<file path="config.mk">
export PLATFORM = sky130hd
export DESIGN_NAME = rx_ring_scatter
export DESIGN_NICKNAME = d
export VERILOG_FILES = /design/src/rtl/rx_ring_scatter.sv
export SDC_FILE = /design/constraint.sdc
export NUM_CORES = 1
export LEC_CHECK = 0
export ABC_AREA = 1
export BUFFER_PORTS_ARGS = -buffer_cell sky130_fd_sc_hd__buf_4
export CAP_MARGIN = 40
export CELL_PAD_IN_SITES_DETAIL_PLACEMENT = 0
export CELL_PAD_IN_SITES_GLOBAL_PLACEMENT = 2
export CORE_ASPECT_RATIO = 1.5
export CORE_MARGIN = 1
export CORE_UTILIZATION = 35
export CTS_BUF_LIST = sky130_fd_sc_hd__clkbuf_16
export CTS_CLUSTER_SIZE = 20
export DETAILED_ROUTE_END_ITERATION = 7
export PLACE_DENSITY = 0.84
export SLEW_MARGIN = 0
export SYNTH_ARGS = -nofsm -noshare
export SYNTH_HDL_FRONTEND = slang
export SYNTH_SLANG_ARGS = --single-unit
</file>
<file path="constraint.sdc">
create_clock -name clk -period 4.5 [get_ports clk]
set_input_delay 0.675 -clock clk [delete_from_list [all_inputs] [get_ports clk]]
set_output_delay 0.675 -clock clk [all_outputs]
set_load 0.05 [all_outputs]
</file>
<file path="src/rtl/rx_ring_scatter.sv">
module rx_ring_scatter #(
  parameter int MAX_PKT = 8192
) (
  input  logic        clk,
  input  logic        rst_n,
  input  logic        in_valid,
  input  logic [7:0]  in_data,
  input  logic        in_last,
  output logic        in_ready,
  input  logic        reg_wr,
  input  logic [3:0]  reg_addr,
  input  logic [31:0] reg_wdata,
  output logic [31:0] reg_rdata,
  output logic        mem_req,
  output logic        mem_we,
  output logic [31:0] mem_addr,
  output logic [31:0] mem_wdata,
  output logic [3:0]  mem_be,
  input  logic [31:0] mem_rdata,
  input  logic        mem_ready,
  output logic        irq
);
  localparam int TW = $clog2(MAX_PKT + 1);
  localparam logic [TW-1:0] TOT_LAST = TW'(MAX_PKT - 1);

  typedef enum logic [3:0] {
    S_IDLE, S_RD0, S_RD1, S_FILL, S_WRD, S_LNK, S_WST, S_WFS, S_IRQ, S_DRAIN
  } st_t;

  st_t         st;
  logic [31:0] start_r, cur_r, buf_r, waddr_r, wdat_r, stat_r, fs_r, first_addr_r;
  logic [3:0]  be_r;
  logic [12:0] len_r, nlen_r, cnt_r;
  logic [TW-1:0] tot_r;
  logic        wrap_r, nwrap_r, owned_r, last_r, first_r, endp_r, fullp_r, tail_r;
  logic [31:0] nxt;
  logic        take, fin, full;

  assign nxt      = wrap_r ? start_r : cur_r + 32'd8;
  assign in_ready = (st == S_DRAIN) || (st == S_FILL && cnt_r != len_r);
  assign take     = in_valid && in_ready;
  assign fin      = in_last || tot_r == TOT_LAST;
  assign full     = (cnt_r + 13'd1) == len_r;
  assign irq      = (st == S_IRQ);

  always_comb begin
    case (reg_addr)
      4'h4:    reg_rdata = start_r;
      4'h8:    reg_rdata = cur_r;
      default: reg_rdata = 32'd0;
    endcase
  end

  always_comb begin
    mem_req   = 1'b0;
    mem_we    = 1'b0;
    mem_addr  = 32'd0;
    mem_wdata = 32'd0;
    mem_be    = 4'h0;
    case (st)
      S_RD0: begin mem_req = 1'b1; mem_addr = cur_r; end
      S_RD1: begin mem_req = 1'b1; mem_addr = cur_r + 32'd4; end
      S_LNK: begin mem_req = 1'b1; mem_addr = nxt; end
      S_WRD: begin
        mem_req = 1'b1; mem_we = 1'b1; mem_addr = waddr_r; mem_wdata = wdat_r; mem_be = be_r;
      end
      S_WST: begin
        mem_req = !first_r; mem_we = !first_r; mem_addr = cur_r; mem_wdata = stat_r;
        mem_be = first_r ? 4'h0 : 4'hf;
      end
      S_WFS: begin
        mem_req = 1'b1; mem_we = 1'b1; mem_addr = first_addr_r; mem_wdata = fs_r; mem_be = 4'hf;
      end
      default: ;
    endcase
  end

  always_ff @(posedge clk) begin
    if (!rst_n) begin
      st <= S_IDLE;
      start_r <= '0; cur_r <= '0; buf_r <= '0; waddr_r <= '0; wdat_r <= '0;
      stat_r <= '0; fs_r <= '0; first_addr_r <= '0; be_r <= '0;
      len_r <= '0; nlen_r <= '0; cnt_r <= '0; tot_r <= '0;
      wrap_r <= 1'b0; nwrap_r <= 1'b0; owned_r <= 1'b0; last_r <= 1'b0;
      first_r <= 1'b0; endp_r <= 1'b0; fullp_r <= 1'b0; tail_r <= 1'b0;
    end else begin
      if (reg_wr && reg_addr == 4'h4) start_r <= reg_wdata;
      if (reg_wr && reg_addr == 4'h8) cur_r <= reg_wdata;
      case (st)
        S_IDLE:
          if (in_valid) st <= (start_r == 32'd0) ? S_DRAIN : S_RD0;
        S_RD0:
          if (mem_ready) begin
            if (!mem_rdata[31]) st <= S_DRAIN;
            else begin
              wrap_r <= mem_rdata[30];
              len_r <= mem_rdata[12:0];
              first_addr_r <= cur_r;
              first_r <= 1'b1;
              tot_r <= '0;
              tail_r <= 1'b0;
              st <= S_RD1;
            end
          end
        S_RD1:
          if (mem_ready) begin
            buf_r <= mem_rdata;
            cnt_r <= '0;
            be_r <= '0;
            endp_r <= 1'b0;
            fullp_r <= 1'b0;
            st <= S_FILL;
          end
        S_FILL:
          if (cnt_r == len_r) st <= S_LNK;
          else if (take) begin
            wdat_r[{cnt_r[1:0], 3'b000} +: 8] <= in_data;
            be_r[cnt_r[1:0]] <= 1'b1;
            if (cnt_r[1:0] == 2'd0) waddr_r <= buf_r + {19'd0, cnt_r[12:2], 2'b00};
            cnt_r <= cnt_r + 13'd1;
            tot_r <= tot_r + 1'b1;
            endp_r <= fin;
            fullp_r <= full;
            if (!in_last && tot_r == TOT_LAST) tail_r <= 1'b1;
            if (cnt_r[1:0] == 2'd3 || fin || full) st <= S_WRD;
          end
        S_WRD:
          if (mem_ready) begin
            be_r <= '0;
            if (endp_r) begin
              stat_r <= {19'd0, cnt_r} + 32'd4;
              last_r <= 1'b1;
              st <= S_WST;
            end else if (fullp_r) st <= S_LNK;
            else st <= S_FILL;
          end
        S_LNK:
          if (mem_ready) begin
            owned_r <= mem_rdata[31];
            nwrap_r <= mem_rdata[30];
            nlen_r <= mem_rdata[12:0];
            stat_r <= {4'd0, mem_rdata[31], 27'd0} | {19'd0, cnt_r};
            last_r <= 1'b0;
            st <= S_WST;
          end
        S_WST:
          if (first_r || mem_ready) begin
            if (first_r) fs_r <= stat_r;
            cur_r <= nxt;
            if (last_r || !owned_r) begin
              if (!last_r) tail_r <= 1'b1;
              st <= S_WFS;
            end else begin
              wrap_r <= nwrap_r;
              len_r <= nlen_r;
              first_r <= 1'b0;
              st <= S_RD1;
            end
          end
        S_WFS:
          if (mem_ready) st <= S_IRQ;
        S_IRQ:
          st <= tail_r ? S_DRAIN : S_IDLE;
        S_DRAIN:
          if (take && in_last) st <= S_IDLE;
        default: st <= S_IDLE;
      endcase
    end
  end

  a_r12_req_held: assert property (@(posedge clk) disable iff (!rst_n)
    (mem_req && !mem_ready) |=> (mem_req && $stable(mem_addr) && $stable(mem_we)));
  a_r12_no_take_on_irq: assert property (@(posedge clk) disable iff (!rst_n)
    irq |-> !in_ready);
  a_r9_irq_pulse: assert property (@(posedge clk) disable iff (!rst_n)
    irq |=> !irq);
  a_r9_irq_after_first: assert property (@(posedge clk) disable iff (!rst_n)
    (st == S_WFS && mem_ready) |=> irq);
  a_r4_zero_base_silent: assert property (@(posedge clk) disable iff (!rst_n)
    (st == S_IDLE && in_valid && start_r == 32'd0) |=> (st == S_DRAIN && !mem_req));
  a_r5_unowned_drop: assert property (@(posedge clk) disable iff (!rst_n)
    (st == S_RD0 && mem_ready && !mem_rdata[31]) |=> (st == S_DRAIN && !mem_req));
  a_r6_word_aligned: assert property (@(posedge clk) disable iff (!rst_n)
    mem_req |-> mem_addr[1:0] == 2'b00);
  a_r6_write_has_lanes: assert property (@(posedge clk) disable iff (!rst_n)
    (mem_req && mem_we) |-> mem_be != 4'h0);
endmodule

</file>
# Word-level counts from Yosys, hierarchy flattened
# Cells that the tools add are included.
# op_classes
add_sub_neg	7
magnitude_cmp	2
eq_ne	35
n_shift	2
muxes	83
bitwise_logic	3
n_reduce_logical	42
# op_table
operator	n
32-bit 2-to-1 mux	7
32-bit one-hot mux with 5 select lines	1
32-bit one-hot mux with 2 select lines	2
32-bit one-hot mux with 3 select lines	1
13-bit 2-to-1 mux	7
4-bit 2-to-1 mux	18
14-bit 2-to-1 mux	4
13-bit one-hot mux with 2 select lines	2
4-bit one-hot mux with 10 select lines	1
32-bit by 13-bit adder with 32-bit output	1
32-bit by 3-bit adder with 32-bit output (second input constant)	1
32-bit by 4-bit adder with 32-bit output (second input constant)	1
32-bit bitwise mux	1
32-bit logical NOT	1
8-bit by 7-bit variable shift with 32-bit output (first input constant)	1
8-bit by 7-bit indexed part select with 32-bit output	1
2-bit != test (second input constant)	14
28-bit by 13-bit bitwise OR with 28-bit output	1
14-bit one-hot mux with 2 select lines	1
13-bit == test	2
1-bit 2-to-1 mux	24
4-bit by 3-bit == test with 1-bit output (second input constant)	5
4-bit AND reduction	4
13-bit by 3-bit adder with 14-bit output (second input constant)	1
other kinds (36)	72
# word_totals
ff_bits	325
input_bits	82
output_inout_bits	104
wordCells	196

# Depth between registers and ports, before layout
# Gate-level depths: netlist of the first run.
# depth
ltp_word	8
mapped_depth	16
depth_no_buf	15

# Worst setup path after synthesis of the first run
# Ideal clock, no wire load.
# synth_timing
path_kind	reg-to-output
from	reg cur_r[4]
to	out mem_addr[31]
arrival_time_ps	2574
t_required_ps	3825
setup_slack_ps	1251
stages_incl_launch_ff	10
path_buffers	0
cell_sequence	dfxtp_1 > ha_1 > nand3_1 > nor2_1 > nand3_2 > nor2_1 > nor2_1 > o21ai_0 > o21ai_0 > o21ai_0
# synth_via
elab_chain_cells	3
elab_cells_between_ends	4
classes_between	add/sub: 2; mux: 2
# synth_lines
item	line_no	source
from (decl)	31	logic [31:0] start_r, cur_r, buf_r, waddr_r, wdat_r, stat_r, fs_r, first_addr_r;
from (signal assigned)	88	if (reg_wr && reg_addr == 4'h8) cur_r <= reg_wdata;
from (signal assigned)	149	cur_r <= nxt;
32-bit by 4-bit adder with 32-bit output	39	assign nxt = wrap_r ? start_r : cur_r + 32'd8;
32-bit 2-to-1 mux	39	
32-bit one-hot mux with 5 select lines (*)	60	case (st)
to (decl)	16	output logic [31:0] mem_addr,
# Every way passes the cells marked *; elsewhere a longest branch is shown, timed or not.

# Final worst setup path of the first run
# layout_timing
from	reg cur_r[5]
to	out mem_addr[16]
# Same word-level chain as after synthesis.

==> impl_summary.log, run 1 <==
INFO  metric holdBufCountCts = 0
INFO  metric grt_usage = 0.2738
INFO  metric drc_errors = 0
INFO  metric synth-edff-count = 0
INFO  metric first_pass_grt_wire_length = about 100000 um
INFO  metric critPathLaunchType = flip-flop
INFO  metric layout.cells.most_common = sky130_fd_sc_hd__nand2_1
INFO  metric post_synth_instance_area = 16840 um2
INFO  metric worst_clock_skew = 10.97 ps
INFO  metric yosys.area.top_type = sky130_fd_sc_hd__dfxtp_1
INFO  metric groute.layer.met1.usage = 0.3222
INFO  metric dr.pass1.iters = 6
INFO  metric die_h = about 270 um
INFO  metric tritoncts = done
INFO  metric placed_area = around 19000 um2
INFO  metric grtUsageMet3 = 0.02598
INFO  metric die-width = ~180 um
INFO  metric cts_made_buffers = 34
INFO  metric wl_per_cell = 20.55 um
INFO  metric area_overhead_vs_synth = 16.67%
INFO  metric final_design_area_no_fill = around 20000 um2
INFO  metric grt_setup_unrepaired = false
INFO  metric postRouteAntennaNets = 0
INFO  metric final.setup.worst_slack = between 400 and 500 ps
INFO  metric synth_top_cells_by_area = sky130_fd_sc_hd__dfxtp_1 35%, sky130_fd_sc_hd__nand2_1 11%, sky130_fd_sc_hd__a21oi_1 9.0%
INFO  metric floorplan.rows = about 100
INFO  metric holdCritPathClass = in -> reg
INFO  metric drt_wirelength = slightly below 70000 um
INFO  metric tightest_slew = approximately 970 ps
INFO  metric achievable-frequency = ~0.25 GHz
INFO  metric powerDensity = about 400 nW/um2
INFO  metric setup_viol_count_final = 0
INFO  metric leading_cell_types_in_the_layout_fill_and_taps_excluded = 499 x sky130_fd_sc_hd__nand2_1, 304 x sky130_fd_sc_hd__a21oi_1, 291 x sky130_fd_sc_hd__dfxtp_1, 281 x sky130_fd_sc_hd__inv_1, 253 x sky130_fd_sc_hd__o21ai_0
INFO  metric route.vias.total = ~18000
INFO  metric grt_start_max_net_pins = between 150 and 200
INFO  metric shortest_clock_period_the_worst_path_allows_after_layout = approximately 4000 ps
INFO  metric grt_antenna_before_repair = 0
INFO  metric grt_use_met2 = 0.4918
INFO  metric synthesis.instances = about 2600
INFO  metric minimum_setup_slack_after_placement = about 1000 ps
INFO  metric dieArea = between 40000 and 50000 um2
INFO  metric synthFlopType = sky130_fd_sc_hd__dfxtp_1
INFO  metric synth.top_cell.area_share = 0.3458
INFO  metric place_congestion = 0.9440
INFO  metric timing_max_transition_violations_final = 0
INFO  metric slew_headroom = 0.3558
INFO  metric ioPinCount = ~190
INFO  metric path_max_fanout = 12
INFO  metric root_buffer = sky130_fd_sc_hd__clkbuf_16
INFO  metric yosysWarnings = 0
INFO  metric cts_htree_levels = 2
INFO  metric worstSetupEndpointType = output port
INFO  metric vias_per_cell = approximately 5.4
INFO  metric timing.critical_path.required = ~3800 ps
INFO  metric vdd.ir_drop.worst = 0.0002996 V
INFO  metric postCtsSetupRepairBufs = 0
INFO  metric post_synthesis_net_count = between 2000 and 3000
INFO  metric placedCellCount = about 3200
INFO  metric io_buffers = approximately 190
INFO  metric clkTransAtPathRegs = ~60 ps
INFO  metric cp_data_arrival_time = 3330 ps
INFO  metric non_filler_cells_in_the_finished_layout = about 3300
INFO  metric dp_hpwl = 50850 um
INFO  metric cts_num_sinks = about 290
INFO  metric antenna_cells_inserted = 0
INFO  metric timing.setup.critical_path_class = reg -> out
INFO  metric async_flop_share = 0
INFO  metric worst_r2r_path_depth = 15
INFO  metric clock_path_buffers = 3
INFO  metric cellLeakagePower = around 7.8 nW
INFO  metric top_usage_layer = met2
INFO  metric core_region_area = about 48000 um2
INFO  metric first_global_vias = 17050
INFO  metric worst_hold_path.num_cells = 3
INFO  metric tns = 0 ps
INFO  metric synth-seq-cells = 291
INFO  metric max_cap_violations = 0
INFO  metric drive_gt1_frac = 0.1228
INFO  metric run_status = finished clean
INFO  metric hold_viol_final = 0
INFO  metric yosysSeqAreaShare = 0.3458
INFO  metric post_synth.cell_area_avg = 6.532 um2
INFO  metric start_util = 0.3541
INFO  metric clk_latency = 530 ps
INFO  metric synth_cell_types = 50
INFO  metric first_iter_violations = ~1300
INFO  metric globalRoute.totalOverflow = 0
INFO  metric finalCritPeriodShare = 0.8901
INFO  metric post_cts_resize_count = 0
INFO  metric finalNetCount = 2778
==> stage by stage <==
step / util / power [mW] / hold slack [ps]
6_report: 0.4131 / 7.836 / 419.3
5_1_grt: 0.4131 / 8.238 / 421.7
4_1_cts: 0.4131 / 7.911 / 395.5
3_5_place_dp: 0.3907 / 5.171 / 441.4
3_3_place_gp: 0.3898 / 5.144 / 435.1
2_1_floorplan: - / 4.410 / 424.5
==> state kept, by name (all words and copies together) (netlist names), 4 cells and up <==
register	count
st	4
tot_r	14
nlen_r	13
buf_r	32
cnt_r	13
waddr_r	32
wdat_r	32
len_r	13
first_addr_r	32
be_r	4
cur_r	32
stat_r	15
start_r	32
fs_r	15
==> Yosys cell counts (6+ instances only) <==
master and n:
sky130_fd_sc_hd__ha_1 23, sky130_fd_sc_hd__inv_1 277, sky130_fd_sc_hd__nand2_1 499, sky130_fd_sc_hd__buf_1 12, sky130_fd_sc_hd__o21a_1 6, sky130_fd_sc_hd__nor2_2 12, sky130_fd_sc_hd__o21ai_1 21, sky130_fd_sc_hd__nor2_1 191
sky130_fd_sc_hd__o22ai_1 44, sky130_fd_sc_hd__nand2_2 11, sky130_fd_sc_hd__dfxtp_1 291, sky130_fd_sc_hd__o21ai_0 253, sky130_fd_sc_hd__o211ai_1 17, sky130_fd_sc_hd__nor3_1 26, sky130_fd_sc_hd__xor2_1 42, sky130_fd_sc_hd__a22oi_1 13
sky130_fd_sc_hd__clkbuf_1 96, sky130_fd_sc_hd__buf_4 8, sky130_fd_sc_hd__a31oi_1 14, sky130_fd_sc_hd__o221ai_1 16, sky130_fd_sc_hd__o21bai_1 8, sky130_fd_sc_hd__a21oi_1 304, sky130_fd_sc_hd__o2111ai_1 8, sky130_fd_sc_hd__nand4_1 43
sky130_fd_sc_hd__inv_2 22, sky130_fd_sc_hd__buf_2 37, sky130_fd_sc_hd__nand3_1 225, sky130_fd_sc_hd__xnor2_1 9, sky130_fd_sc_hd__nor2_4 6
==> critical path, stage by stage (launching register included) <==
cell,delay [ps]
sky130_fd_sc_hd__dfxtp_1,570
sky130_fd_sc_hd__nand3_1,200
sky130_fd_sc_hd__nor2_2,370
sky130_fd_sc_hd__inv_2,90
sky130_fd_sc_hd__nor2_2,290
sky130_fd_sc_hd__nand2_1,250
sky130_fd_sc_hd__clkinv_1,220
sky130_fd_sc_hd__nand3_1,90
sky130_fd_sc_hd__nand3_1,70
sky130_fd_sc_hd__o21ai_0,110
sky130_fd_sc_hd__nand2_1,90
sky130_fd_sc_hd__o2111ai_1,160
sky130_fd_sc_hd__buf_4,260
==> worst paths after layout <==
| kind | startpoint | slack (ps) | to |
|---|---|---|---|
| hold / removal | mem_rdata[23] | 420 | buf_r[23] |
| setup reg to reg | cnt_r[0] | 1050 | st[2] |
| setup / recovery | cur_r[5] | 490 | mem_addr[16] |
| hold reg to reg | nlen_r[1] | 450 | nlen_r[1] |
==> metal layers <==
metal | vias to the layer above | wire length, um
met5 | - | 0
li1 | 8804 | -
met1 | 8275 | 27660
met4 | 0 | 3395
met3 | 122 | 2742
met2 | 493 | 33940
==> power by group <==
part / internal, mW / switching (mW)
sequential: 2.78 / 0.181
clock: 1.54 / 1.17
combinational: 0.608 / 1.55
==> kinds of logic after synthesis <==
logic type / share of synthesized area
XOR/XNOR: 0.02748
buffers and inverters: 0.1093
AND/OR/NAND/NOR: 0.2678
AO/OA/AOI/OAI: 0.2312
adder cells (fa/ha/maj): 0.01827
flip-flops: 0.3458
==> layout make-up <==
class	count	area, um2
Multi-Input combinational cell	1825	9194
Fill cell	5235	27920
Inverter	303	1139
Clock buffer	37	925.9
Sequential cell	291	5826
Tap cell	600	750.7
Timing Repair Buffer	217	1680
Clock inverter	23	137.6
No activity file was read; power rests on OpenSTA's default activity.
==> run 2, diff against run 1 <==
clock period = 5.05 ns   (was 4.5 ns; I/O delays follow)
==> impl_summary.log, run 2 (synthesis results as in run 1) <==
INFO  metric globalRoute.totalOverflow = 0
INFO  metric critPathLaunchType = flip-flop
INFO  metric first_iter_violations = around 1400
INFO  metric die-width = around 180 um
INFO  metric holdBufCountCts = 0
INFO  metric io_buffers = ~190
INFO  metric cts_made_buffers = 34
INFO  metric grt_usage = 0.2653
INFO  metric first_global_vias = 16690
INFO  metric clk_latency = approximately 530 ps
INFO  metric worstSetupEndpointType = output port
INFO  metric achievable-frequency = between 0.2 and 0.25 GHz
INFO  metric max_cap_violations = 0
INFO  metric first_pass_grt_wire_length = between 100000 and 150000 um
INFO  metric die_h = ~270 um
INFO  metric tritoncts = done
INFO  metric post_cts_resize_count = 0
INFO  metric root_buffer = sky130_fd_sc_hd__clkbuf_16
INFO  metric timing.rr.start = cnt_r[1]
INFO  metric tightest_slew = around 860 ps
INFO  metric holdCritPathClass = reg -> reg
INFO  metric placedCellCount = ~3200
INFO  metric cts_htree_levels = 2
INFO  metric final.setup.worst_slack = ~850 ps
INFO  metric fin_hold_ws = about 450 ps
INFO  metric dp_hpwl = between 40000 and 50000 um
INFO  metric wl_per_cell = a little over 20 um
INFO  metric minimum_setup_slack_after_placement = 1405 ps
INFO  metric ioPinCount = about 190
INFO  metric non_filler_cells_in_the_finished_layout = approximately 3300
INFO  metric shortest_clock_period_the_worst_path_allows_after_layout = 4196 ps
INFO  metric timing.critical_path.required = 4290 ps
INFO  metric clock_path_buffers = 3
INFO  metric post-route-util = 0.4130
INFO  metric area_overhead_vs_synth = 16.65%
INFO  metric vdd.ir_drop.worst = 0.0002532 V
INFO  metric path_max_fanout = 12
INFO  metric start_util = 0.3541
INFO  metric run_status = finished clean
INFO  metric cts_num_sinks = 291
INFO  metric core_region_area = ~48000 um2
INFO  metric fin_total_pwr = between 6 and 7 mW
INFO  metric cp_data_arrival_time = between 3000 and 4000 ps
INFO  metric finalNetCount = around 2800
INFO  metric clkTransAtPathRegs = about 60 ps
INFO  metric r2r_setup_slack = around 1700 ps
INFO  metric setup_viol_count_final = 0
INFO  metric route.vias.total = about 18000
INFO  metric min_from = nlen_r[1]
INFO  metric layout.cells.most_common = sky130_fd_sc_hd__nand2_1
INFO  metric dr.pass1.iters = 6
INFO  metric finalCritPeriodShare = 0.8308
INFO  metric grt_setup_unrepaired = false
INFO  metric floorplan.rows = between 90 and 100
INFO  metric vias_per_cell = 5.388
INFO  metric drt_wirelength = around 66000 um
INFO  metric slew_headroom = 0.4283
INFO  metric placed_area = approximately 19000 um2
INFO  metric place_congestion = ~0.9
INFO  metric worst_clock_skew = 13.26 ps
INFO  metric grt_start_max_net_pins = about 110
INFO  metric layout.filler_cells = roughly 5200
INFO  metric drc_errors = 0
INFO  metric drive_gt1_frac = 0.1218
INFO  metric tns = 0 ps
INFO  metric cellLeakagePower = between 7 and 8 nW
INFO  metric dieArea = a little under 50000 um2
INFO  metric timing_max_transition_violations_final = 0
INFO  metric grt_antenna_before_repair = 0
INFO  metric antenna_cells_inserted = 0
INFO  metric startpoint = cur_r[2]
INFO  metric postRouteAntennaNets = 0
INFO  metric final_design_area_no_fill = between 15000 and 20000 um2
INFO  metric leading_cell_types_in_the_layout_fill_and_taps_excluded = 499 x sky130_fd_sc_hd__nand2_1, 304 x sky130_fd_sc_hd__a21oi_1, 291 x sky130_fd_sc_hd__dfxtp_1, 282 x sky130_fd_sc_hd__inv_1, 253 x sky130_fd_sc_hd__o21ai_0
INFO  metric hold_viol_final = 0
INFO  metric powerDensity = around 350 nW/um2
INFO  metric postCtsSetupRepairBufs = 0
INFO  metric timing.setup.critical_path_class = reg -> out
==> run 2: changes by cell type in the layout (fill, tap and decap cells not counted) <==
| cell | delta |
|---|---|
| sky130_fd_sc_hd__buf_12 | -1 |
| sky130_fd_sc_hd__inv_1 | +1 |
| sky130_fd_sc_hd__buf_16 | +3 |
| sky130_fd_sc_hd__clkbuf_16 | -2 |
| sky130_fd_sc_hd__buf_8 | -1 |
| sky130_fd_sc_hd__bufinv_16 | +1 |
| sky130_fd_sc_hd__clkinv_2 | +5 |
| sky130_fd_sc_hd__clkinvlp_4 | -4 |
| sky130_fd_sc_hd__buf_4 | -4 |
==> run 2: layer usage <==
metal | vias up | wire length (um) | GRT usage
li1 | 8810 | - | -
met1 | 8292 | 26780 | 0.3136
met2 | 528 | 33690 | 0.4818
met3 | 117 | 2822 | 0.02396
met4 | 0 | 2919 | 0.1182
met5 | - | 0 | 0
==> run 2: cell type report <==
cell class              count  area, um2  share of cell area
multi-input cells        1825       9194              0.4679
flip-flops and latches    291       5826              0.2965
repair buffers            214       1698             0.08641
inverters                 303       1139             0.05795
clock buffers              35      875.8             0.04457
well taps                 600      750.7             0.03821
clock inverters            26      166.4            0.008469
==> run 2: path summary, 6_finish.rpt <==
| kind | depth (start not counted) | to |
|---|---|---|
| setup reg to reg | 15 | st[1] |
| hold reg to reg | 2 | nlen_r[1] |
| hold / removal | 2 | nlen_r[1] |
| setup / recovery | 11 | mem_addr[24] |
==> run 2: critical path: stages (launching register included) <==
cell                       delay [ps]
sky130_fd_sc_hd__dfxtp_1          780
sky130_fd_sc_hd__ha_1             320
sky130_fd_sc_hd__nand3_1          120
sky130_fd_sc_hd__nor2_2           270
sky130_fd_sc_hd__inv_1             90
sky130_fd_sc_hd__nor2_2           300
sky130_fd_sc_hd__nand3_1          170
sky130_fd_sc_hd__o21ai_0          180
sky130_fd_sc_hd__nand3_1           80
sky130_fd_sc_hd__nand4_1          180
sky130_fd_sc_hd__o21bai_1         180
sky130_fd_sc_hd__buf_4            240
==> run 2: power breakdown <==
| part | switching (mW) | leakage, nW | total, mW | internal, mW |
|---|---|---|---|---|
| Combinational | 1.38 | 4.91 | 1.92 | 0.538 |
| Clock | 1.03 | 0.544 | 2.38 | 1.36 |
| Sequential | 0.162 | 2.35 | 2.64 | 2.48 |
